[src/rtl/mbx_irq_pkg.sv]
package mbx_irq_pkg;

    typedef enum logic {
        SRC_IDLE = 1'b0,
        SRC_PEND = 1'b1
    } src_state_t;

    typedef enum logic {
        LINE_QUIET  = 1'b0,
        LINE_ACTIVE = 1'b1
    } line_state_t;

    // source indices: two host-side sources, then two local-side sources
    localparam int SRC_HOST_OUT = 0;
    localparam int SRC_HOST_IN  = 1;
    localparam int SRC_LOC_IN   = 2;
    localparam int SRC_LOC_OUT  = 3;
    localparam int NUM_SRC      = 4;

    // control register field positions (mirrored between sides)
    localparam int LO_SEL_LSB = 0;
    localparam int LO_EN_BIT  = 4;
    localparam int HI_SEL_LSB = 8;
    localparam int HI_EN_BIT  = 12;
    localparam int ST_LO_BIT  = 16;
    localparam int ST_HI_BIT  = 17;

    localparam logic ADDR_MBOX = 1'b0;
    localparam logic ADDR_CTRL = 1'b1;

endpackage

[src/rtl/mbx_irq_src.sv]
module mbx_irq_src
    import mbx_irq_pkg::*;
(
    input  logic clk,
    input  logic rst_n,
    input  logic hit_i,
    input  logic clr_i,
    output logic pend_o
);

    src_state_t state_q, state_d;

    always_comb begin
        state_d = state_q;
        unique case (state_q)
            SRC_IDLE: if (hit_i) state_d = SRC_PEND;
            SRC_PEND: if (clr_i && !hit_i) state_d = SRC_IDLE;
            default:  state_d = SRC_IDLE;
        endcase
    end

    always_ff @(posedge clk or negedge rst_n) begin
        if (!rst_n) state_q <= SRC_IDLE;
        else        state_q <= state_d;
    end

    always_comb begin
        pend_o = (state_q == SRC_PEND);
    end

    AST_SET_ON_HIT: assert property (@(posedge clk) disable iff (!rst_n)
        hit_i |=> pend_o);
    AST_STICKY: assert property (@(posedge clk) disable iff (!rst_n)
        (pend_o && !clr_i) |=> pend_o);
    AST_W1C: assert property (@(posedge clk) disable iff (!rst_n)
        (clr_i && !hit_i) |=> !pend_o);

endmodule

[src/rtl/mbx_irq_line.sv]
module mbx_irq_line
    import mbx_irq_pkg::*;
#(
    parameter int N_SRC = 2
) (
    input  logic             clk,
    input  logic             rst_n,
    input  logic [N_SRC-1:0] pend_i,
    input  logic [N_SRC-1:0] en_i,
    output logic             irq_n
);

    line_state_t state_q, state_d;
    logic        any_live;

    always_comb begin
        any_live = |(pend_i & en_i);
        state_d  = state_q;
        unique case (state_q)
            LINE_QUIET:  if (any_live)  state_d = LINE_ACTIVE;
            LINE_ACTIVE: if (!any_live) state_d = LINE_QUIET;
            default:     state_d = LINE_QUIET;
        endcase
    end

    always_ff @(posedge clk or negedge rst_n) begin
        if (!rst_n) state_q <= LINE_QUIET;
        else        state_q <= state_d;
    end

    always_comb begin
        irq_n = (state_q == LINE_QUIET);
    end

    AST_IRQ_ASSERT: assert property (@(posedge clk) disable iff (!rst_n)
        (|(pend_i & en_i)) |=> !irq_n);
    AST_IRQ_RELEASE: assert property (@(posedge clk) disable iff (!rst_n)
        !(|(pend_i & en_i)) |=> irq_n);

endmodule

[src/rtl/mbx_irq_ctrl.sv]
module mbx_irq_ctrl
    import mbx_irq_pkg::*;
#(
    parameter int DATA_W = 32
) (
    input  logic              clk,
    input  logic              rst_n,
    input  logic              h_en,
    input  logic              h_wr,
    input  logic              h_addr,
    input  logic [DATA_W/8-1:0] h_be,
    input  logic [DATA_W-1:0] h_wdata,
    output logic [DATA_W-1:0] h_rdata,
    input  logic              l_en,
    input  logic              l_wr,
    input  logic              l_addr,
    input  logic [DATA_W/8-1:0] l_be,
    input  logic [DATA_W-1:0] l_wdata,
    output logic [DATA_W-1:0] l_rdata,
    output logic              h_irq_n,
    output logic              l_irq_n
);

    localparam int NB    = DATA_W / 8;
    localparam int SEL_W = $clog2(NB);

    // access decode
    logic h_mb_wr, h_mb_rd, h_ct_wr, l_mb_wr, l_mb_rd, l_ct_wr;
    always_comb begin
        h_mb_wr = h_en &&  h_wr && (h_addr == ADDR_MBOX);
        h_mb_rd = h_en && !h_wr && (h_addr == ADDR_MBOX);
        h_ct_wr = h_en &&  h_wr && (h_addr == ADDR_CTRL);
        l_mb_wr = l_en &&  l_wr && (l_addr == ADDR_MBOX);
        l_mb_rd = l_en && !l_wr && (l_addr == ADDR_MBOX);
        l_ct_wr = l_en &&  l_wr && (l_addr == ADDR_CTRL);
    end

    // mailboxes, one register per byte lane
    logic [DATA_W-1:0] h2l_q, l2h_q;

    for (genvar b = 0; b < NB; b++) begin : g_lane
        logic [7:0] h2l_b, l2h_b;
        always_ff @(posedge clk or negedge rst_n) begin
            if (!rst_n) begin
                h2l_b <= '0;
                l2h_b <= '0;
            end else begin
                if (h_mb_wr && h_be[b]) h2l_b <= h_wdata[8*b +: 8];
                if (l_mb_wr && l_be[b]) l2h_b <= l_wdata[8*b +: 8];
            end
        end
        assign h2l_q[8*b +: 8] = h2l_b;
        assign l2h_q[8*b +: 8] = l2h_b;
    end

    // per-source control fields, event detection and pending machine
    logic [NUM_SRC-1:0][SEL_W-1:0] sel_q;
    logic [NUM_SRC-1:0]            en_q;
    logic [NUM_SRC-1:0]            hit;
    logic [NUM_SRC-1:0]            clr;
    logic [NUM_SRC-1:0]            pend;

    for (genvar s = 0; s < NUM_SRC; s++) begin : g_src
        localparam bit IS_HOST = (s == SRC_HOST_OUT) || (s == SRC_HOST_IN);
        localparam bit IS_HI   = (s == SRC_HOST_IN)  || (s == SRC_LOC_OUT);
        localparam int SEL_LSB = IS_HI ? HI_SEL_LSB : LO_SEL_LSB;
        localparam int EN_BIT  = IS_HI ? HI_EN_BIT  : LO_EN_BIT;
        localparam int ST_BIT  = IS_HI ? ST_HI_BIT  : ST_LO_BIT;
        localparam int CFG_BE  = IS_HI ? 1 : 0;

        logic             own_wr;
        logic [DATA_W-1:0] own_data;
        logic [NB-1:0]    own_be;
        logic [NB-1:0]    far_be;
        logic             far_acc;
        logic [SEL_W-1:0] sel_r;
        logic             en_r;

        always_comb begin
            own_wr   = IS_HOST ? h_ct_wr : l_ct_wr;
            own_data = IS_HOST ? h_wdata : l_wdata;
            own_be   = IS_HOST ? h_be    : l_be;
            far_be   = IS_HOST ? l_be    : h_be;
            unique case (s)
                SRC_HOST_OUT: far_acc = l_mb_rd;
                SRC_HOST_IN:  far_acc = l_mb_wr;
                SRC_LOC_IN:   far_acc = h_mb_wr;
                default:      far_acc = h_mb_rd;
            endcase
        end

        always_ff @(posedge clk or negedge rst_n) begin
            if (!rst_n) begin
                sel_r <= '0;
                en_r  <= 1'b0;
            end else if (own_wr && own_be[CFG_BE]) begin
                sel_r <= own_data[SEL_LSB +: SEL_W];
                en_r  <= own_data[EN_BIT];
            end
        end

        assign sel_q[s] = sel_r;
        assign en_q[s]  = en_r;
        assign hit[s]   = far_acc && far_be[sel_r];
        assign clr[s]   = own_wr && own_be[2] && own_data[ST_BIT];

        mbx_irq_src u_src (
            .clk    (clk),
            .rst_n  (rst_n),
            .hit_i  (hit[s]),
            .clr_i  (clr[s]),
            .pend_o (pend[s])
        );
    end

    // interrupt lines
    mbx_irq_line #(.N_SRC(2)) u_host_line (
        .clk    (clk),
        .rst_n  (rst_n),
        .pend_i (pend[SRC_HOST_IN:SRC_HOST_OUT]),
        .en_i   (en_q[SRC_HOST_IN:SRC_HOST_OUT]),
        .irq_n  (h_irq_n)
    );

    mbx_irq_line #(.N_SRC(2)) u_loc_line (
        .clk    (clk),
        .rst_n  (rst_n),
        .pend_i (pend[SRC_LOC_OUT:SRC_LOC_IN]),
        .en_i   (en_q[SRC_LOC_OUT:SRC_LOC_IN]),
        .irq_n  (l_irq_n)
    );

    // read data
    logic [DATA_W-1:0] h_img, l_img;
    always_comb begin
        h_img = '0;
        h_img[LO_SEL_LSB +: SEL_W] = sel_q[SRC_HOST_OUT];
        h_img[LO_EN_BIT]           = en_q[SRC_HOST_OUT];
        h_img[HI_SEL_LSB +: SEL_W] = sel_q[SRC_HOST_IN];
        h_img[HI_EN_BIT]           = en_q[SRC_HOST_IN];
        h_img[ST_LO_BIT]           = pend[SRC_HOST_OUT];
        h_img[ST_HI_BIT]           = pend[SRC_HOST_IN];
        l_img = '0;
        l_img[LO_SEL_LSB +: SEL_W] = sel_q[SRC_LOC_IN];
        l_img[LO_EN_BIT]           = en_q[SRC_LOC_IN];
        l_img[HI_SEL_LSB +: SEL_W] = sel_q[SRC_LOC_OUT];
        l_img[HI_EN_BIT]           = en_q[SRC_LOC_OUT];
        l_img[ST_LO_BIT]           = pend[SRC_LOC_IN];
        l_img[ST_HI_BIT]           = pend[SRC_LOC_OUT];
        h_rdata = (h_addr == ADDR_CTRL) ? h_img : l2h_q;
        l_rdata = (l_addr == ADDR_CTRL) ? l_img : h2l_q;
    end

    AST_IDLE_NO_EVENT: assert property (@(posedge clk) disable iff (!rst_n)
        (!h_en && !l_en) |=> (pend == $past(pend)));
    AST_H2L_HOLD: assert property (@(posedge clk) disable iff (!rst_n)
        !h_mb_wr |=> $stable(h2l_q));
    AST_L2H_HOLD: assert property (@(posedge clk) disable iff (!rst_n)
        !l_mb_wr |=> $stable(l2h_q));

endmodule

[config.mk]
export PLATFORM = sky130hd
export DESIGN_NAME = mbx_irq_ctrl
export DESIGN_NICKNAME = d
export VERILOG_FILES = /design/src/rtl/mbx_irq_pkg.sv /design/src/rtl/mbx_irq_src.sv /design/src/rtl/mbx_irq_line.sv /design/src/rtl/mbx_irq_ctrl.sv
export SDC_FILE = /design/constraint.sdc
export NUM_CORES = 1
export LEC_CHECK = 0
export BUFFER_PORTS_ARGS = -buffer_cell sky130_fd_sc_hd__buf_2
export CAP_MARGIN = 20
export CORE_ASPECT_RATIO = 1.5
export CORE_MARGIN = 3
export CORE_UTILIZATION = 35
export DETAILED_ROUTE_END_ITERATION = 8
export HOLD_SLACK_MARGIN = 0.12
export SLEW_MARGIN = 5
export SYNTH_ARGS = -nofsm -noshare
export SYNTH_HDL_FRONTEND = slang
export SYNTH_SLANG_ARGS = --single-unit
[constraint.sdc]
create_clock -name clk -period 2.24 [get_ports clk]
set_input_delay 0.448 -clock clk [delete_from_list [all_inputs] [get_ports clk]]
set_output_delay 0.448 -clock clk [all_outputs]
set_load 0.02 [all_outputs]
-- Yosys cells after proc, flatten, opt, wreduce, memory -nomap -nowiden
Index checks and enable logic that the tools add are counted.
- RAM bits: 0
- register bits after elaboration: 82
- memories kept: 0
- output and inout bits: 66
- memory bits (read-only): 0
- word-level logic and storage cells: 104
- bits in latches: 0
- bitwise gates (word level): 10
- div/mod/pow operators: 0
- $lt $le $gt $ge: 4
- mux-type cells: 24
- add/sub/neg operators: 0
- shifts and indexed selects: 0
- multipliers: 0
- reduce and logical (&&, ||, !) cells: 44
- equal/unequal tests: 0
- operators by type and width (kind ; count):
    $mux 32 ; 2
    $logic_and 1x1->1 ; 36
    $mux 1 ; 14
    $lt 2x3->1 const B ; 4
    $bmux 1 s2 ; 4
    $not 1->1 ; 8
    $pmux 1 s2 ; 4
    $logic_not 1->1 ; 6
    $and 2x2->2 ; 2
    $reduce_or 2->1 ; 2

-- Depth between registers and ports, before layout
Gate-level depths: netlist (run 1).
- depth in word-level cells: 8
- depth in mapped cells: 4
- mapped depth without buffers: 3

-- By module
From an unflattened synthesis (run 1), not the netlist that was laid out.
- cell total of the unflattened synthesis: 272
- area total of the unflattened synthesis: 3983.8 um2
- by module, submodules not included (module ; seq. area each (um2) ; cells an instance ; area an instance (um2) ; times used):
    mbx_irq_ctrl ; 1901.8 ; 254 ; 3763.6 ; 1
    mbx_irq_src ; 25.0 ; 3 ; 36.3 ; 4
    mbx_irq_line ; 25.0 ; 3 ; 37.5 ; 2

-- Worst setup path before layout (run 1)
OpenSTA, ideal clock, no wires.
- path type: input -> output
- start point: input port h_addr
- end point: output port h_rdata[12]
- path slack: 0.568 ns
- path buffers: 2
- stages on the path: 3
- arrival: 1.224 ns
- cells stage by stage: buf_2 -> buf_2 -> mux2_2
- cells in the longest elaborated chain, start to end: 1
- ends and longest elaborated chain (what ; line ; source):
    from (decl) ; mbx_irq_ctrl.sv:10 ; input logic h_addr,
    $mux 32 ; mbx_irq_ctrl.sv:150 ; h_rdata = (h_addr == ADDR_CTRL) ? h_img : l2h_q;
    to (decl) ; mbx_irq_ctrl.sv:13 ; output logic [DATA_W-1:0] h_rdata,
No other way between the ends.

-- Final worst setup path (run 1)
- start point: input port h_addr
- end point: output port h_rdata[17]
The elaborated chain is that of the path after synthesis.

==> results of run 1 <==
## flip-flops by register name, summed over array words and instances, names as in the netlist
register / flops
g_src.en_r: 4
g_src.sel_r: 8
g_lane.h2l_b: 32
u_host_line.state_q: 1
g_lane.l2h_b: 32
u_loc_line.state_q: 1
g_src.u_src.pend_o: 4
## power by group through the flow
stage / logic, mW / registers, mW / clock network, mW
floorplan: 0.915 / 1.96 / 0
global placement: 1.28 / 2.03 / 0
detailed placement: 1.30 / 2.04 / 0
CTS: 1.30 / 2.02 / 1.31
global route: 1.37 / 2.06 / 1.37
finish: 1.28 / 2.01 / 1.27
## cell families after synthesis
| family | synth area share, % |
|---|---|
| compound gates | 1.342 |
| simple gates | 12.69 |
| buf+inv | 1.726 |
| mux | 31.83 |
| flops | 52.41 |
## worst reg2reg max path: stages (launching register included)
cell and delay, ns:
dfrtp_1 0.42, mux4_2 0.52, a22o_1 0.22
## cell type report
cell class	count	area (sq um)
fillers	1009	5705
flip-flops and latches	82	2052
multi-input cells	172	1795
repair buffers	150	780.7
clock buffers	12	236.5
well taps	144	180.2
inverters	2	7.507
clock inverters	1	5.005
## placed cells by master, fill, tap and decap left out
cell,n
a22o_1,6
and2_1,1
and3_1,1
and3b_1,1
and3b_2,1
buf_12,1
buf_2,144
buf_4,4
clkbuf_1,3
clkbuf_16,9
clkinv_2,1
dfrtp_1,82
dlygate4sd3_1,1
inv_1,2
mux2_2,60
mux2_4,32
mux4_2,4
nand2_2,4
nand2_8,4
nand3_1,4
nand4_1,4
nor2b_1,48
nor3b_1,2
## per-layer routing
layer / routed length (microns) / vias to the layer above
met3: 706 / 17
met2: 4947 / 100
met1: 3566 / 1304
li1: - / 1246
met5: 0 / -
met4: 237 / 0
## path summary, 6_finish.rpt
path	start	endpoint	slack [ns]	depth (start not counted)
worst max-delay path	h_addr	h_rdata[17]	0.34	3
worst min-delay path	h_wdata[27]	g_lane[3].h2l_b[3]	0.34	2
worst max register to register	g_src[0].sel_r[1]	g_src[0].u_src.pend_o	0.97	2
worst min register to register	g_lane[1].l2h_b[6]	g_lane[1].l2h_b[6]	0.49	1
max in group asynchronous	rst_n	g_src[2].sel_r[0]	1.04	3
min in group asynchronous	rst_n	g_lane[3].h2l_b[3]	0.58	2
## synthesized netlist by cell type, drive strengths merged
cell / n
inv: 2
mux2: 92
and2: 1
nand4: 4
clkbuf: 4
and3: 1
buf: 6
mux4: 4
nor3b: 2
nor2b: 48
dfrtp: 82
and3b: 2
a22o: 6
nand2: 8
nand3: 4
## stage by stage
stage	util (%)	std cells	worst slack, ns	power (mW)	hold WS [ns]
final	46.99	563	0.3391	4.560	0.3409
after global routing	46.99	563	0.2851	4.801	0.3301
after CTS	46.99	563	0.3260	4.633	0.3274
after detailed placement	44.65	549	0.3133	3.335	0.3907
after global placement	44.65	549	0.3465	3.308	0.3884
after floorplan	-	266	0.5683	2.878	0.1524
## what timing repair did
item | in CTS | in global routing
hold buffers | 1 | 0
endpoints found under the setup margin | 0 | 0
hold endpoints to repair | 26 | 0
==> results by group, run 1 <==
Pwr
  – Combinational power share: 28.1%
  – Maximum vdd ir drop: 383.3 uV
  – Pwr Density: 901.7 mW/mm^2
  – Reg power frac: 44.1%
  – Switch share: 29.06%
  – Pleak: 2.524 nW
  – Clock power share: 27.8%
  – Sw power: 1.325 mW
  – Pint: 3.235 mW

Setup path
  – Max stage delay on crit path: 0.43 ns
  – Crit-path max FO: 25
  – CP required: 1.79 ns
  – Delay-heaviest family, CP: buffers and inverters
  – Crit path kind: in2out
  – Critical Path AT: 1.45 ns
  – Type of origin of the critical path: input pin
  – CP Cell Sequence: buf_2 > mux2_2 > buf_2
  – Worst Path Buf+Inv: 2
  – Crit. End Element: output pin
  – Cell mode on critical path: buf_2
  – Slowest library cell on the worst path: buf_2

Timing
  – Slew headroom: 64.18%
  – Setup Skew: 0.003055 ns
  – Post-Route Setup TNS: 0 ns
  – Tcrit/Tclk final: 84.86%
  – Max Slew Vio Count: 0
  – Endpoints failing setup: 0
  – RSZ-0062 raised after global routing: no
  – Worst slew pin tran: 0.5374 ns
  – Post-layout min period: 1.901 ns
  – Final hold violations: 0
  – Fmax: 0.5261 GHz

Detailed routing
  – Antenna Violating Nets Remaining: 0
  – DRC viols: 0
  – First-pass DRT Iterations: 4
  – Total number of vias: 2667
  – WL final: 9.457 mm
  – Via density: 4.737
  – Initial drt markers: 79
  – WL/cell: 16.80 microns

Floorplan
  – Starting density of the core: 36.38%
  – Die area: 0.01252 sq mm
  – Io pins: 146
  – Die Wd: 92.36 microns
  – Core area: 0.01076 sq mm
  – DIE HEIGHT: 135.5 microns
  – Row count: 46

Place
  – Port buffer count: 145
  – Placed instance area: 0.004806 sq mm
  – Gpl congestion: 0.7610
  – Dpl hpwl: 7.300 mm

Job
  – Total of max-cap violations: 0

Clock tree
  – CTS buffer count: 9
  – Bufs on Longest Clock Path: 2
  – Gates resized, CTS repair: 0
  – Worst skew pair latency: 0.33 ns
  – Reg clk slew, reported paths: 0.05 ns
  – Clk root buf: clkbuf_16
  – CTS tree: built
  – Htree depth: 3
  – Clock sink count: 82
  – Postcts setup bufs: 0

Yosys
  – Syn avg cell area: 14.72 sq um
  – Synthesis-stage register bit count: 82
  – Mapped Cells: 266
  – Syn_nets: 346
  – Top cell type by total area after synthesis: dfrtp_1
  – Share of the synthesized area in the top cell type: 52.41%
  – Largest cells by area after synthesis: dfrtp_1 52%, mux2_2 17%, mux2_4 12%
  – Post-Synthesis Cell Area: 0.003915 sq mm
  – Synth unique cells: 19
  – Post-synthesis sequential area ratio: 52.41%
  – Warnings from Yosys: 0

Cells and area
  – N_diodes: 0
  – Design area: 0.005057 sq mm
  – Share of cells above drive strength 1: 63.01%
  – Area grow syn2layout: 29.18%
  – Nets: 497

Global routing
  – Largest net degree at the start of global routing: 57
  – M2 GR Usage: 26.85%
  – Vias in the first global route: 2841
  – Global-route wire length before repair: 14.47 mm
  – Most used routing layer: met2
  – Gr ovfl total: 0
  – Met3 usage: 4.725%
  – GRT Util Overall: 15.37%
  – Routing usage on met1: 16.88%
  – Initial antenna violation count: 0

Outcome
  – Status: complete, no violations

Worst hold path
  – Worst Hold Class: in2reg
No activity file was read; power rests on OpenSTA's default activity.
==> run 2: changes to the inputs <==
==> constraint.sdc (replaced) <==
create_clock -name clk -period 1.8 [get_ports clk]
set_input_delay 0.36 -clock clk [delete_from_list [all_inputs] [get_ports clk]]
set_output_delay 0.36 -clock clk [all_outputs]
set_load 0.02 [all_outputs]
==> results by group, run 2 (synthesis gave the netlist of run 1 again) <==
Timing
  – Max Slew Vio Count: 0
  – Fmax: 0.6255 GHz
  – Tcrit/Tclk final: 88.82%
  – Post-Route Setup TNS: 0 ns
  – RSZ-0062 raised after global routing: no
  – Hold Slack: 0.2526 ns
  – Slew headroom: 72.07%
  – Setup Skew: 0.006827 ns
  – Worst slew pin tran: 0.4190 ns
  – Post-route setup slack: 0.2013 ns
  – Post-layout min period: 1.599 ns
  – Endpoints failing setup: 0
  – Final hold violations: 0

Detailed routing
  – Antenna Violating Nets Remaining: 0
  – First-pass DRT Iterations: 4
  – Total number of vias: 2680
  – WL/cell: 16.66 microns
  – DRC viols: 0
  – DR WL met2: 4.963 mm
  – Initial drt markers: 62
  – Via density: 4.694
  – Met3 routed WL: 659 microns
  – Met1 wire length: 3.716 mm
  – Max Used Layer: met4
  – WL final: 9.514 mm

Setup path
  – Slowest library cell on the worst path: mux2_2
  – Crit-path max FO: 19
  – Cell mode on critical path: buf_2
  – Crit path kind: in2out
  – Max stage delay on crit path: 0.34 ns
  – Critical Path AT: 1.24 ns
  – Reg2reg setup slack: 0.53 ns
  – R2r endpoint: g_src[1].u_src.pend_o
  – Type of origin of the critical path: input pin
  – Delay-heaviest family, CP: buffers and inverters
  – CP required: 1.44 ns
  – Reg2reg start: g_src[1].sel_r[1]
  – FF-to-FF path depth: 2
  – Crit. End Element: output pin
  – CP Cell Sequence: buf_2 > buf_12 > mux2_2 > buf_2
  – Worst Path Buf+Inv: 3

Worst hold path
  – Worst Hold End: g_lane[3].l2h_b[3]
  – Hold Path Stages: 2
  – Hold path startpoint: l_wdata[27]
  – Worst Hold Class: in2reg

Floorplan
  – DIE HEIGHT: 135.5 microns
  – Row count: 46
  – Core area: 0.01076 sq mm
  – Starting density of the core: 36.38%
  – Die Wd: 92.36 microns
  – Die area: 0.01252 sq mm
  – Io pins: 146

Cells and area
  – Leading cell type in the layout, fill and taps excluded: buf_2
  – N_diodes: 0
  – Nets: 502
  – Share of cells above drive strength 1: 63.93%
  – Design area: 0.005261 sq mm
  – Largest regs: g_lane.h2l_b (32), g_lane.l2h_b (32), g_src.sel_r (8)
  – Area grow syn2layout: 34.39%
  – Commonest non-fill, non-tap cells in the layout: 144 x buf_2, 82 x dfrtp_1, 60 x mux2_2, 48 x nor2b_1, 32 x mux2_4
  – Filler cells: 1019

Place
  – Dpl hpwl: 7.429 mm
  – Pre-CTS setup slack: 0.1961 ns
  – Port buffer count: 145
  – Placed instance area: 0.004868 sq mm
  – Gpl congestion: 0.7831

Global routing
  – Largest net degree at the start of global routing: 38
  – Initial antenna violation count: 0
  – Vias in the first global route: 2909
  – Gr ovfl total: 0
  – Global-route wire length before repair: 15.19 mm
  – GRT Util Overall: 15.90%

Clock tree
  – Worst skew pair latency: 0.33 ns
  – Clock sink count: 82
  – Gates resized, CTS repair: 0
  – CTS tree: built
  – Htree depth: 3
  – Clk root buf: clkbuf_16
  – Bufs on Longest Clock Path: 2
  – CTS buffer count: 9
  – Reg clk slew, reported paths: 0.06 ns

Pwr
  – Maximum vdd ir drop: 585.0 uV
  – Pleak: 2.622 nW
  – Pwr Density: 1226 mW/mm^2

Job
  – Total of max-cap violations: 0

Outcome
  – Status: complete, no violations
run 2: cell types whose count changed in the layout (fill, tap and decap cells not counted):
cell | previous run | this run
buf_12 | 1 | 3
buf_4 | 4 | 7
bufinv_16 | 0 | 5
clkbuf_1 | 3 | 2
clkinv_2 | 1 | 0
run 2: power breakdown:
group	leakage [nW]	total, mW	switching, mW	internal, mW
logic	1.46	1.61	0.746	0.864
registers	0.980	2.51	0.243	2.26
clock network	0.184	2.34	0.698	1.64
run 2: per-stage QoR:
step / power, mW / cells / util [%]
floorplan: 3.581 / 266 / -
global placement: 4.139 / 554 / 45.23
detailed placement: 4.167 / 554 / 45.23
CTS: 6.566 / 571 / 48.88
global route: 6.772 / 571 / 48.88
finish: 6.453 / 571 / 48.88
run 2: how the worst max path moves through the flow:
| stage | startpoint | endpoint | slack, ns | depth (start not counted) |
|---|---|---|---|---|
| 6_report | h_addr | h_rdata[9] | 0.20 | 4 |
| 5_1_grt | h_addr | h_rdata[8] | 0.17 | 4 |
| 4_1_cts | h_addr | h_rdata[9] | 0.19 | 4 |
| 3_5_place_dp | h_addr | h_rdata[9] | 0.20 | 4 |
| 3_3_place_gp | h_addr | h_rdata[9] | 0.20 | 4 |
| 2_1_floorplan | h_addr | h_rdata[12] | 0.30 | 3 |
run 2: cell type report:
type | instances | area [sq um] | area share, %
inverters | 2 | 7.507 | 0.1427
flip-flops and latches | 82 | 2052 | 39.00
clock buffers | 11 | 232.7 | 4.423
repair buffers | 155 | 843.3 | 16.03
well taps | 144 | 180.2 | 3.424
clock inverters | 5 | 150.1 | 2.854
multi-input cells | 172 | 1795 | 34.13
run 2: per-layer routing:
layer  track usage (%)  vias up
li1                  -     1251
met1             18.25     1323
met2             27.86       95
met3             4.503       11
met4             6.116        0
met5                 0        -
run 2: timing repair:
item                                   in CTS  in global routing
buffers inserted                            0                  0
hold buffers                                1                  0
endpoints found under the hold margin      29                  0
run 2: worst register-to-register path: cells and delay by family (launching register included):
family         cells  cell delay, ns
multiplexers       1            0.52
AO/OA/AOI/OAI      1            0.24
flip-flops         1            0.39
==> run 3: changes to the inputs <==
--- a/config.mk
+++ b/config.mk
@@ -12,6 +12,7 @@
 export CORE_UTILIZATION = 35
 export DETAILED_ROUTE_END_ITERATION = 8
 export HOLD_SLACK_MARGIN = 0.12
+export MAX_ROUTING_LAYER = met4
 export SLEW_MARGIN = 5
 export SYNTH_ARGS = -nofsm -noshare
 export SYNTH_HDL_FRONTEND = slang
==> constraint.sdc (replaced) <==
create_clock -name clk -period 1.8 [get_ports clk]
set_input_delay 0.27 -clock clk [delete_from_list [all_inputs] [get_ports clk]]
set_output_delay 0.27 -clock clk [all_outputs]
set_load 0.02 [all_outputs]
==> results by group, run 3 (synthesis gave the netlist of run 1 again) <==
Timing
  – Worst slew pin tran: 0.4139 ns
  – Final hold violations: 0
  – Post-layout min period: 1.466 ns
  – Endpoints failing setup: 0
  – Tcrit/Tclk final: 81.42%
  – Fmax: 0.6823 GHz
  – Max Slew Vio Count: 0
  – Slew headroom: 72.40%
  – RSZ-0062 raised after global routing: no
  – Post-Route Setup TNS: 0 ns
  – Hold Slack: 0.1698 ns
  – Setup Skew: 0.004430 ns

Detailed routing
  – Via density: 4.766
  – Antenna Violating Nets Remaining: 0
  – WL/cell: 17.40 microns
  – Total number of vias: 2688
  – WL final: 9.815 mm
  – First-pass DRT Iterations: 4
  – Initial drt markers: 62
  – DRC viols: 0

Cells and area
  – Final Util: 47.18%
  – Largest regs: g_lane.h2l_b (32), g_lane.l2h_b (32), g_src.sel_r (8)
  – Leading cell type in the layout, fill and taps excluded: buf_2
  – Area grow syn2layout: 29.69%
  – Nets: 498
  – Post-Layout Cell Count: 564
  – Share of cells above drive strength 1: 63.10%
  – Design area: 0.005077 sq mm
  – N_diodes: 0
  – Commonest non-fill, non-tap cells in the layout: 144 x buf_2, 82 x dfrtp_1, 60 x mux2_2, 48 x nor2b_1, 32 x mux2_4

Clock tree
  – CTS buffer count: 9
  – Clk root buf: clkbuf_16
  – Clock sink count: 82
  – Worst skew pair latency: 0.33 ns
  – CTS tree: built
  – Htree depth: 3
  – Bufs on Longest Clock Path: 2
  – Postcts setup bufs: 0
  – Reg clk slew, reported paths: 0.06 ns

Worst hold path
  – Worst Hold End: g_lane[1].l2h_b[2]
  – Hold path startpoint: l_wdata[10]
  – Worst Hold Class: in2reg
  – Hold Path Stages: 2

Place
  – Port buffer count: 145
  – Placed instance area: 0.004826 sq mm
  – Gpl congestion: 0.7814
  – Dpl hpwl: 7.515 mm
  – DP Cell Count: 550

Setup path
  – Crit path kind: reg2out
  – Crit-path max FO: 3
  – R2r endpoint: g_src[0].u_src.pend_o
  – Reg2reg setup slack: 0.56 ns
  – Reg2reg start: g_src[0].sel_r[1]
  – Critical Path AT: 1.20 ns
  – Type of origin of the critical path: register
  – Crit. End Element: output pin
  – CP required: 1.53 ns
  – FF-to-FF path depth: 2

Floorplan
  – Io pins: 146
  – Row count: 46
  – Core area: 0.01076 sq mm
  – Starting density of the core: 36.38%
  – Die Wd: 92.36 microns
  – DIE HEIGHT: 135.5 microns
  – Die area: 0.01252 sq mm

Job
  – Total of max-cap violations: 0

Global routing
  – Gr ovfl total: 0
  – Initial antenna violation count: 0
  – GRT Util Overall: 16.17%
  – Global-route wire length before repair: 14.93 mm
  – Largest net degree at the start of global routing: 38
  – Vias in the first global route: 2915

Outcome
  – Status: complete, no violations

Pwr
  – Pleak: 2.533 nW
  – Maximum vdd ir drop: 471.5 uV
  – Pwr Density: 1119 mW/mm^2
[run 3: metrics by stage]
stage / power, mW / setup WS [ns]
global route: 5.969 / 0.3046
global placement: 4.130 / 0.3231
CTS: 5.764 / 0.3188
floorplan: 3.581 / 0.4843
detailed placement: 4.163 / 0.3163
finish: 5.679 / 0.3344
[run 3: where the power goes]
group          leakage, nW  switching [mW]  internal (mW)
combinational         1.44           0.751          0.856
sequential           0.980           0.243           2.27
clock                0.118           0.654          0.909
total                 2.53            1.65           4.03
[run 3: timing repair]
action,in CTS,in global routing
hold buffers,1,0
setup endpoints to repair,0,0
endpoints found under the hold margin,27,0
resized for setup,0,0
[run 3: worst max path at each step]
stage,startpoint,to,depth (start not counted)
floorplan,h_addr,h_rdata[12],3
detailed placement,h_addr,g_lane[1].h2l_b[6],4
finish,g_src[0].en_r,h_rdata[4],2
global route,h_addr,h_rdata[16],4
CTS,g_src[0].en_r,h_rdata[4],2
global placement,h_addr,g_lane[1].h2l_b[0],4
[run 3: layer usage]
| metal | vias to the layer above | part of all wire [%] | global-route usage, % |
|---|---|---|---|
| li1 | 1242 | - | - |
| met1 | 1318 | 39 | 18.21 |
| met2 | 106 | 51 | 27.17 |
| met3 | 22 | 6.1 | 3.224 |
| met4 | 0 | 3.0 | 8.182 |
| met5 | - | 0 | - |
[run 3: layout make-up]
cell class | count | area [sq um]
multi-input cells | 172 | 1795
clock buffers | 12 | 236.5
fillers | 1019 | 5685
well taps | 144 | 180.2
clock inverters | 1 | 5.005
inverters | 2 | 7.507
repair buffers | 151 | 800.8
flip-flops and latches | 82 | 2052
[run 3: worst max-delay path, stage by stage, from the launching register on]
cell and delay, ns:
dfrtp_1 0.43, mux2_2 0.28, buf_2 0.16
